$ cat config.mk
export PLATFORM = sky130hd
export DESIGN_NAME = rst_halt_seq
export DESIGN_NICKNAME = d
export VERILOG_FILES = /design/src/rtl/rsh_pkg.sv /design/src/rtl/rsh_qual.sv /design/src/rtl/rsh_step.sv /design/src/rtl/rst_halt_seq.sv
export SDC_FILE = /design/constraint.sdc
export NUM_CORES = 1
export LEC_CHECK = 0
export BUFFER_PORTS_ARGS = -buffer_cell sky130_fd_sc_hd__buf_2
export CORE_ASPECT_RATIO = 0.75
export CORE_MARGIN = 2
export CORE_UTILIZATION = 51
export DETAILED_ROUTE_END_ITERATION = 8
export PLACE_DENSITY = 0.76
export SLEW_MARGIN = 20
export SYNTH_ARGS = -nofsm -noshare
export SYNTH_HDL_FRONTEND = slang
export SYNTH_SLANG_ARGS = --single-unit
$ cat constraint.sdc
create_clock -name clk -period 2.5 [get_ports clk]
set_clock_uncertainty 0.05 [all_clocks]
set_input_delay 0.25 -clock clk [delete_from_list [all_inputs] [get_ports clk]]
set_output_delay 0.25 -clock clk [all_outputs]
set_load 0.01 [all_outputs]
$ cat src/rtl/rsh_pkg.sv
package rsh_pkg;

  typedef enum logic [1:0] {
    SEQ_WAIT = 2'd0,
    SEQ_BOOT = 2'd1,
    SEQ_RUN  = 2'd2
  } seq_state_e;

  // Byte address of the idx-th word of the start-up fetch.
  function automatic logic [31:0] fetch_addr(input int idx, input int bytes_per_word);
    return 32'(idx * bytes_per_word);
  endfunction

endpackage

$ cat src/rtl/rsh_qual.sv
module rsh_qual #(
  parameter int QUAL_CYCLES = 5_000_000
) (
  input  logic clk,
  input  logic por_n,
  input  logic rst_asserted,
  input  logic halt_asserted,
  output logic qual_done,
  output logic boot_fire
);
  localparam int CW = $clog2(QUAL_CYCLES + 1);

  logic [CW-1:0] hold_cnt_q;
  logic          both_low;

  assign both_low  = rst_asserted & halt_asserted;
  assign qual_done = (hold_cnt_q == CW'(QUAL_CYCLES));
  assign boot_fire = qual_done & ~rst_asserted & ~halt_asserted;

  always_ff @(posedge clk or negedge por_n) begin
    if (!por_n) begin
      hold_cnt_q <= '0;
    end else if (both_low) begin
      if (!qual_done) hold_cnt_q <= hold_cnt_q + 1'b1;
    end else begin
      hold_cnt_q <= '0;
    end
  end
endmodule

$ cat src/rtl/rsh_step.sv
module rsh_step (
  input  logic clk,
  input  logic por_n,
  input  logic halt_pin_in,
  input  logic cycle_start,
  output logic halt_asserted,
  output logic run_ok,
  output logic step_credit
);
  logic h1_q, h2_q, h3_q;
  logic credit_q;
  logic short_fall;

  // Three samples of the HALT level: a high lasting exactly one sample,
  // followed by a low, is a step pulse.
  always_ff @(posedge clk or negedge por_n) begin
    if (!por_n) begin
      h1_q <= 1'b1;
      h2_q <= 1'b1;
      h3_q <= 1'b1;
    end else begin
      h1_q <= halt_pin_in;
      h2_q <= h1_q;
      h3_q <= h2_q;
    end
  end

  assign halt_asserted = ~h1_q;
  assign run_ok        = h1_q & h2_q;
  assign short_fall    = ~h1_q & h2_q & ~h3_q;

  always_ff @(posedge clk or negedge por_n) begin
    if (!por_n)           credit_q <= 1'b0;
    else if (run_ok)      credit_q <= 1'b0;
    else if (short_fall)  credit_q <= 1'b1;
    else if (cycle_start) credit_q <= 1'b0;
  end

  assign step_credit = credit_q;
endmodule

$ cat src/rtl/rst_halt_seq.sv
module rst_halt_seq
  import rsh_pkg::*;
#(
  parameter int AW          = 24,
  parameter int DW          = 16,
  parameter int VW          = 32,
  parameter int QUAL_CYCLES = 5_000_000
) (
  input  logic          clk,
  input  logic          por_n,
  input  logic          reset_pin_in,
  output logic          reset_pin_out,
  output logic          reset_pin_oe,
  input  logic          halt_pin_in,
  output logic          halt_pin_out,
  output logic          halt_pin_oe,
  input  logic          sys_reset_req,
  input  logic          err_halt,
  input  logic          core_req,
  input  logic          core_we,
  input  logic [AW-1:0] core_addr,
  input  logic [DW-1:0] core_wdata,
  output logic          core_ack,
  output logic [DW-1:0] core_rdata,
  output logic          mem_req,
  output logic          mem_we,
  output logic [AW-1:0] mem_addr,
  output logic [DW-1:0] mem_wdata,
  input  logic          mem_ack,
  input  logic [DW-1:0] mem_rdata,
  output logic          bus_oe,
  output logic          boot_done,
  output logic [VW-1:0] init_sp,
  output logic [VW-1:0] init_pc
);
  localparam int WPV    = VW / DW;
  localparam int NFETCH = 2 * WPV;
  localparam int IDX_W  = (NFETCH > 1) ? $clog2(NFETCH) : 1;
  localparam int BPW    = DW / 8;

  seq_state_e        state_q;
  logic              busy_q;
  logic [IDX_W-1:0]  idx_q;
  logic [AW-1:0]     addr_q;
  logic              we_q;
  logic [DW-1:0]     wdata_q;
  logic [2*VW-1:0]   vecs_q;
  logic              rst_asserted_q;

  logic halt_asserted, run_ok, step_credit;
  logic qual_done, boot_fire;
  logic in_boot, in_run, in_wait;
  logic src_req, allow, cycle_start, cycle_done;

  always_ff @(posedge clk or negedge por_n) begin
    if (!por_n) rst_asserted_q <= 1'b0;
    else        rst_asserted_q <= ~reset_pin_in;
  end

  rsh_step u_step (
    .clk          (clk),
    .por_n        (por_n),
    .halt_pin_in  (halt_pin_in),
    .cycle_start  (cycle_start),
    .halt_asserted(halt_asserted),
    .run_ok       (run_ok),
    .step_credit  (step_credit)
  );

  rsh_qual #(.QUAL_CYCLES(QUAL_CYCLES)) u_qual (
    .clk          (clk),
    .por_n        (por_n),
    .rst_asserted (rst_asserted_q),
    .halt_asserted(halt_asserted),
    .qual_done    (qual_done),
    .boot_fire    (boot_fire)
  );

  assign in_boot     = (state_q == SEQ_BOOT);
  assign in_run      = (state_q == SEQ_RUN);
  assign in_wait     = (state_q == SEQ_WAIT);
  assign src_req     = in_boot | (in_run & core_req);
  assign allow       = run_ok | step_credit;
  assign cycle_start = ~busy_q & src_req & allow & ~boot_fire & ~err_halt;
  assign cycle_done  = busy_q & mem_ack;

  always_ff @(posedge clk or negedge por_n) begin
    if (!por_n) begin
      state_q <= SEQ_WAIT;
      busy_q  <= 1'b0;
      idx_q   <= '0;
      addr_q  <= '0;
      we_q    <= 1'b0;
      wdata_q <= '0;
      vecs_q  <= '0;
    end else if (boot_fire) begin
      state_q <= SEQ_BOOT;
      busy_q  <= 1'b0;
      idx_q   <= '0;
      vecs_q  <= '0;
    end else begin
      if (cycle_start) begin
        busy_q <= 1'b1;
        if (in_boot) begin
          addr_q  <= AW'(fetch_addr(int'(idx_q), BPW));
          we_q    <= 1'b0;
          wdata_q <= '0;
        end else begin
          addr_q  <= core_addr;
          we_q    <= core_we;
          wdata_q <= core_wdata;
        end
      end
      if (cycle_done) begin
        busy_q <= 1'b0;
        if (in_boot) begin
          vecs_q <= {vecs_q[2*VW-DW-1:0], mem_rdata};
          idx_q  <= idx_q + 1'b1;
          if (idx_q == IDX_W'(NFETCH - 1)) state_q <= SEQ_RUN;
        end
      end
    end
  end

  assign mem_req    = busy_q;
  assign mem_we     = we_q;
  assign mem_addr   = addr_q;
  assign mem_wdata  = wdata_q;
  assign core_ack   = cycle_done & in_run;
  assign core_rdata = mem_rdata;
  assign bus_oe     = busy_q | (in_run & run_ok);
  assign boot_done  = in_run;
  assign init_sp    = vecs_q[2*VW-1:VW];
  assign init_pc    = vecs_q[VW-1:0];

  assign reset_pin_out = 1'b0;
  assign reset_pin_oe  = sys_reset_req;
  assign halt_pin_out  = 1'b0;
  assign halt_pin_oe   = err_halt;
endmodule

==> impl_results.md, run 1 <==
* Status: completed
* CP Buf/Inv Count at 2
* CP max stage delay at 0.43 ns
* Max Cap Viol at 0
* Overall Global Routing Usage at between 20% and 30%
* Worst r2r path cells at 7
* Worst R2R End: mem_wdata[8]
* Most common library cells after synthesis: 142 x nand2_1, 135 x dfrtp_1, 77 x a21oi_1
* DRC viols at 0
* R2R setup slack at roughly 0.24 ns
* Worst Slack Setup Final at 0.2365 ns
* Largest net degree at the start of global routing at 69
* HP Start: mem_rdata[3]
* ANT nets after route at 0
* Routed WL at 15.38 mm
* Dpl ws at ~0.21 ns
* Layout cell share with drive strength beyond 1 at 31.64%
* Peak VDD IR at about 0.49 mV
* Area Overhead vs Synth at 25.71%
* FP Rows at 34
* WHS Endpoint: vecs_q[3]
* Worst-Margin Slew at 0.7106 ns
* H-tree depth at 4
* Hold depth at 3
* Final Hold Fails at 0
* # diodes at 0
* Number of synthesized flops with an enable pin at 0
* Worst skew pair latency at 0.41 ns
* Crit path time final at 2.264 ns
* Yosys cell types at 44
* Num ports at 194
* TritonCTS Sinks at ~140
* CP top delay family: simple AND/OR/NAND/NOR gates
* Relative slew slack at 52.63%
* Die span in y at about 99 microns
* Congestion Overflow GR at 0
* Initial antenna violation count at 0
* Syn Inst Count at about 610
* Post-CTS setup buffer count at 0
* Startpoint Class: flip-flop
* Ranking of synthesized cells by area: dfrtp_1 55%, nand2_1 8.7%, a21oi_1 6.3%, o2bb2ai_1 5.6%, nand3_1 3.9%
* Pwr dens at 618.3 mW/mm^2
* Total core area at 0.01161 sq mm
* Vias in the first global route at roughly 4.9k
* Initial core utilization at roughly 53%
* DRT iter0 DRCs at between 400 and 500
* Leading area contributor after synthesis: dfrtp_1
* Slew Viols, Final at 0
* Synthesis Warnings at 0
* Fmax at about 0.44 GHz
* Final setup fails at 0
* Worst EP required at 2.78 ns
* CTS tree: built
* WS Path Type: reg -> reg
* Routability cong. at 0.8589
* Mapped cell area at ~0.006 sq mm
* CTS clk-pin slew, worst paths at 0.06 ns
* Flops & latches, synth at 138
* Crit path max-delay cell type: nor4bb_1
* Mean Syn Cell Area at 9.938 sq um
* Die area at 0.01287 sq mm
* Root Buffer: clkbuf_16
* Async set or reset register ratio after synthesis at 100.0%
* Sequential fraction of the synthesis area at 56.65%
* Setup crit end kind: flip-flop
* RR Startpoint: u_qual.hold_cnt_q[0]
* Final HPWL DP at slightly above 10 mm
* TritonCTS Buffers at 17
* Global-route wire length before repair at 24.93 mm
* Count leader, synth: nand2_1
* Die span in x at 130.3 microns
* TritonRoute pass-1 iters at 5
* DR vias at 5,139
* Main synth FF type: dfrtp_1
* CTS max path bufs at 2
* Port bufs at 189
* Via/cell ratio at 5.415
* CP max FO at 39
* Hold Path Class: in -> reg
* TNS Setup at 0 ns
* Period utilisation layout at 90.54%
* RSZ-0062 raised after global routing: no
* Worst-path cell chain: inv_1, ha_1, nor4bb_1, nand2_1, o31ai_4, buf_6, o2bb2ai_1
* Fin nets at 842
* CP arrival at between 2 and 3 ns
* WL/cell at 16.20 microns
* Lkg Pwr at 0.003789 uW
* Top-area cell type share of the netlist area at 55.36%
-- worst max-delay path by stage --
stage                     slack [ns]      endpoint            startpoint  depth (start not counted)
after floorplan                 0.47    vecs_q[12]  u_qual.hold_cnt_q[0]                          8
after detailed placement        0.21   mem_addr[8]  u_qual.hold_cnt_q[0]                          7
final                           0.24  mem_wdata[8]  u_qual.hold_cnt_q[0]                          7
after global routing            0.06  mem_addr[18]  u_qual.hold_cnt_q[1]                          7
after CTS                       0.20  mem_addr[17]  u_qual.hold_cnt_q[0]                          7
after global placement          0.35  mem_wdata[0]  u_qual.hold_cnt_q[0]                          7
-- routing by layer --
| metal | global-route usage (%) | up-vias | routed length (microns) |
|---|---|---|---|
| met5 | 0 | - | 0 |
| met4 | 8.602 | 0 | 267 |
| met3 | 5.972 | 31 | 1067 |
| met2 | 36.93 | 195 | 7071 |
| met1 | 34.53 | 2470 | 6971 |
| li1 | - | 2443 | - |
-- through the flow --
stage | instance area, sq um | utilization (%) | hold slack, ns | power, uW | std cells
after floorplan | 6106 | - | -0.09559 | 2341 | 615
after global placement | 7082 | 60.98 | 0.2222 | 2439 | 914
after detailed placement | 7082 | 60.98 | 0.2340 | 2441 | 914
after CTS | 7665 | 66.00 | 0.01160 | 4779 | 949
after global routing | 7671 | 66.05 | 0.02085 | 4900 | 949
final | 7671 | 66.05 | 0.02458 | 4743 | 949
-- timing repair --
item | CTS | global route
endpoints found under the hold margin | 65 | 0
endpoints found under the setup margin | 0 | 23
resized for setup | 0 | 1
hold buffers | 3 | 0
-- report_power, final --
part	internal [uW]	total (uW)	switching, uW
logic	62.1	152	90.4
registers	2240	2250	6.01
clock network	1370	2340	974
total	3670	4740	1070
-- flip-flops by register name, summed over array words and instances (netlist names) --
signal              cells
u_step.step_credit      1
mem_we                  1
u_step.h2_q             1
idx_q                   2
u_step.h1_q             1
u_qual.hold_cnt_q      23
mem_req                 1
rst_asserted_q          1
mem_wdata              16
vecs_q                 64
u_step.h3_q             1
mem_addr               24
state_q                 2
-- cell type report --
cell class | instances | area, sq um
clock buffer | 18 | 429.2
clock inverter | 14 | 123.9
inverter | 6 | 22.52
tap | 162 | 202.7
sequential | 138 | 3457
multi-input combinational | 408 | 2305
fill | 898 | 3943
timing repair buffer | 203 | 1131
-- worst reg2reg max path, stage by stage, from the launching register on --
cell and delay, ns:
dfrtp_1 0.41, inv_1 0.09, ha_1 0.15, nor4bb_1 0.43, nand2_1 0.23, o31ai_4 0.33, buf_6 0.32, o2bb2ai_1 0.19
-- kinds of logic (layout without fill, tap and decap cells) --
kind of cell | count (synthesis) | after routing | share of synthesized area [%]
AND/OR/NAND/NOR | 254 | 254 | 19.83
flip-flops | 138 | 138 | 56.65
AO/OA/AOI/OAI | 133 | 133 | 14.48
buffers and inverters | 69 | 241 | 5.905
XOR/XNOR | 12 | 12 | 1.722
multiplexers | 4 | 4 | 0.7381
adder cells (fa/ha/maj) | 3 | 3 | 0.6152
other | 1 | 2 | 0.06145
-- placed cells by master, fill, tap and decap left out, drive strengths merged, types with 8 or more instances in the layout --
cell type,synthesis,routed
buf,35,200
nand2,142,142
dfrtp,135,135
a21oi,77,77
nand3,49,49
o2bb2ai,39,39
clkbuf,28,18
nor2,16,16
xor2,10,10
nand4,9,9
inv,6,8
No activity file was read; power rests on OpenSTA's default activity.
==> run 2: changes to the inputs <==
--- a/config.mk
+++ b/config.mk
@@ -6,7 +6,7 @@
 export NUM_CORES = 1
 export LEC_CHECK = 0
 export BUFFER_PORTS_ARGS = -buffer_cell sky130_fd_sc_hd__buf_2
-export CORE_ASPECT_RATIO = 0.75
+export CORE_ASPECT_RATIO = 0.5
 export CORE_MARGIN = 2
 export CORE_UTILIZATION = 51
 export DETAILED_ROUTE_END_ITERATION = 8
@@ -15,3 +15,4 @@
 export SYNTH_ARGS = -nofsm -noshare
 export SYNTH_HDL_FRONTEND = slang
 export SYNTH_SLANG_ARGS = --single-unit
+export TNS_END_PERCENT = 1
==> impl_results.md, run 2 (synthesis results as in run 1) <==
* M1 GR Usage at 30.61% (-3.9 points)
* Area after DPL at 0.007171 sq mm (+1.3%)
* Hold slack at 0.03559 ns (+0.01101 ns)
* Final Instance Area at 0.007801 sq mm (+1.7%)
* Crit path time final at 2.318 ns (+0.05482 ns)
* CTS clk-pin slew, worst paths at 0.06 ns (about the same)
* WL/cell at 16.11 microns (-0.56%)
* RSZ-0062 raised after global routing: no
* Met2 GRT Util at 40.35% (+3.4 points)
* Busiest grt layer: met2
* Clock group share of total power at 51.5% (+2.1 points)
* TritonCTS Buffers at 17 (unchanged)
* Pint at 3885 uW (+5.8%)
* TritonCTS Sinks at 138 (unchanged)
* WS Path Type: reg -> reg
* Final HPWL DP at 10.49 mm (+1.7%)
* Worst EP required at 2.74 ns (-0.04 ns)
* Num ports at 194 (unchanged)
* Hold Buf Count CTS at 3 (unchanged)
* DR vias at 5,049 (-1.8%)
* Root Buffer: clkbuf_16
* H-tree depth at 4 (unchanged)
* Via/cell ratio at 5.287 (-2.4%)
* Sequential group share of total power at 45.4% (-2.0 points)
* Relative slew slack at 62.28% (+9.6 points)
* Non-filler cells in the finished layout at 955 (+0.63%)
* Worst-path cell chain: inv_1, ha_1, nor4bb_1, nand4_1, nor3_4, buf_12, buf_12, o2bb2ai_1
* # diodes at 0 (unchanged)
* Congestion Overflow GR at 0 (unchanged)
* Peak VDD IR at 0.4767 mV (-3.1%)
* Global-route wire length before repair at 23.74 mm (-4.8%)
* FP Rows at 28 (-18%)
* Overall Global Routing Usage at 23.90% (-0.49 points)
* Pwr dens at 635.4 mW/mm^2 (+2.8%)
* Switching share of total power at 21.63% (-0.93 points)
* Routed WL at 15.39 mm (about the same)
* Post-CTS setup buffer count at 0 (unchanged)
* Die area at 0.01291 sq mm (+0.34%)
* Initial antenna violation count at 0 (unchanged)
* Worst r2r path cells at 8 (+1)
* Die span in y at 81.35 microns (-18%)
* Max Cap Viol at 0 (unchanged)
* Worst-Margin Slew at 0.5645 ns (-0.1461 ns)
* Period utilisation layout at 92.73% (+2.2 points)
* Filler Cell Count at 927 (+3.2%)
* Final setup fails at 0 (unchanged)
* Most frequent cells in the layout: 188 x buf_2, 142 x nand2_1, 135 x dfrtp_1
* NetSw at 1072 uW (+0.20%)
* Hold Path Class: in -> reg
* Setup crit end kind: flip-flop
* Register name with the most flops: vecs_q
* DRC viols at 0 (unchanged)
* Cells after DPL at 920 (+0.66%)
* Comb pwr share at 3.1% (about the same)
* Hold depth at 3 (unchanged)
* Met3 usage at 5.069% (-0.90 points)
* Vias in the first global route at 4,759 (-2.2%)
* Largest net degree at the start of global routing at 63 (-8.7%)
* TNS Setup at 0 ns (unchanged)
* Final Hold Fails at 0 (unchanged)
* ANT nets after route at 0 (unchanged)
* CP arrival at 2.56 ns (about the same)
* Max reg flops at 64 (unchanged)
* Startpoint Class: flip-flop
* Status: completed
* Total core area at 0.01174 sq mm (+1.1%)
* Slew Viols, Final at 0 (unchanged)
* Critical path's most frequent cell: buf_12
* CTS max path bufs at 2 (unchanged)
* Post-cts resize count at 0 (unchanged)
* Worst skew pair latency at 0.40 ns (about the same)
* CTS tree: built
* CP max stage delay at 0.47 ns (+0.04 ns)
* Layout cell share with drive strength beyond 1 at 31.77% (+0.13 points)
* Die span in x at 158.7 microns (+22%)
* Port bufs at 189 (unchanged)
* Commonest non-fill, non-tap cell in the layout: buf_2
* Fmax at 0.4313 GHz (-2.4%)
* TritonRoute pass-1 iters at 4 (-1)
* CP max FO at 29 (-26%)
* Routability cong. at 0.8488 (-1.2%)
* Fin nets at 845 (+0.36%)
* DRT iter0 DRCs at 380 (-18%)
* Crit path max-delay cell type: nor4bb_1
* Initial core utilization at 51.99% (-0.55 points)
* Lkg Pwr at 0.003844 uW (+1.5%)
* Area Overhead vs Synth at 27.84%
[run 2: metal layers]
layer,wire length [microns],vias to the layer above
li1,-,2442
met1,6675,2449
met2,7556,138
met3,901,20
met4,254,0
met5,0,-
[run 2: path summary, 6_finish.rpt]
| kind | start | slack [ns] | endpoint |
|---|---|---|---|
| worst max-delay path | u_qual.hold_cnt_q[0] | 0.18 | mem_addr[12] |
| worst min-delay path | mem_rdata[4] | 0.04 | vecs_q[4] |
| worst max register to register | u_qual.hold_cnt_q[0] | 0.18 | mem_addr[12] |
| worst min register to register | u_step.h2_q | 0.36 | u_step.h3_q |
| max in group asynchronous | por_n | 1.30 | u_step.h3_q |
| min in group asynchronous | por_n | 0.27 | vecs_q[8] |
[run 2: layout make-up]
class | count | area [sq um] | area share, %
Sequential cell | 138 | 3457 | 44.31
Multi-Input combinational cell | 408 | 2302 | 29.51
Timing Repair Buffer | 206 | 1212 | 15.54
Clock buffer | 19 | 432.9 | 5.549
Tap cell | 165 | 206.4 | 2.646
Clock inverter | 13 | 167.7 | 2.149
Inverter | 6 | 22.52 | 0.2887
[run 2: stage by stage]
step / total power (uW) / worst slack [ns] / util [%]
final: 4957 / 0.1817 / 66.47
after global routing: 5111 / 0.03915 / 66.47
after CTS: 5003 / 0.2226 / 66.47
after detailed placement: 2444 / 0.2790 / 61.10
after global placement: 2441 / 0.4396 / 61.10
after floorplan: 2341 / 0.4700 / -
[run 2: power groups by stage]
stage          sequential [uW]  combinational [uW]  clock [uW]
6_report                  2250                 155        2550
5_1_grt                   2250                 175        2690
4_1_cts                   2250                 159        2590
3_5_place_dp              2290                 155           0
3_3_place_gp              2290                 152           0
2_1_floorplan             2290                53.3           0
[run 2: critical path, delay by kind of cell (launching register included)]
| kind | cells | cell delay, ns |
|---|---|---|
| buffers and inverters | 3 | 0.48 |
| adders and majority gates | 1 | 0.14 |
| DFF | 1 | 0.42 |
| AOI/OAI and AO/OA | 1 | 0.08 |
| and+or+nand+nor | 3 | 1.03 |
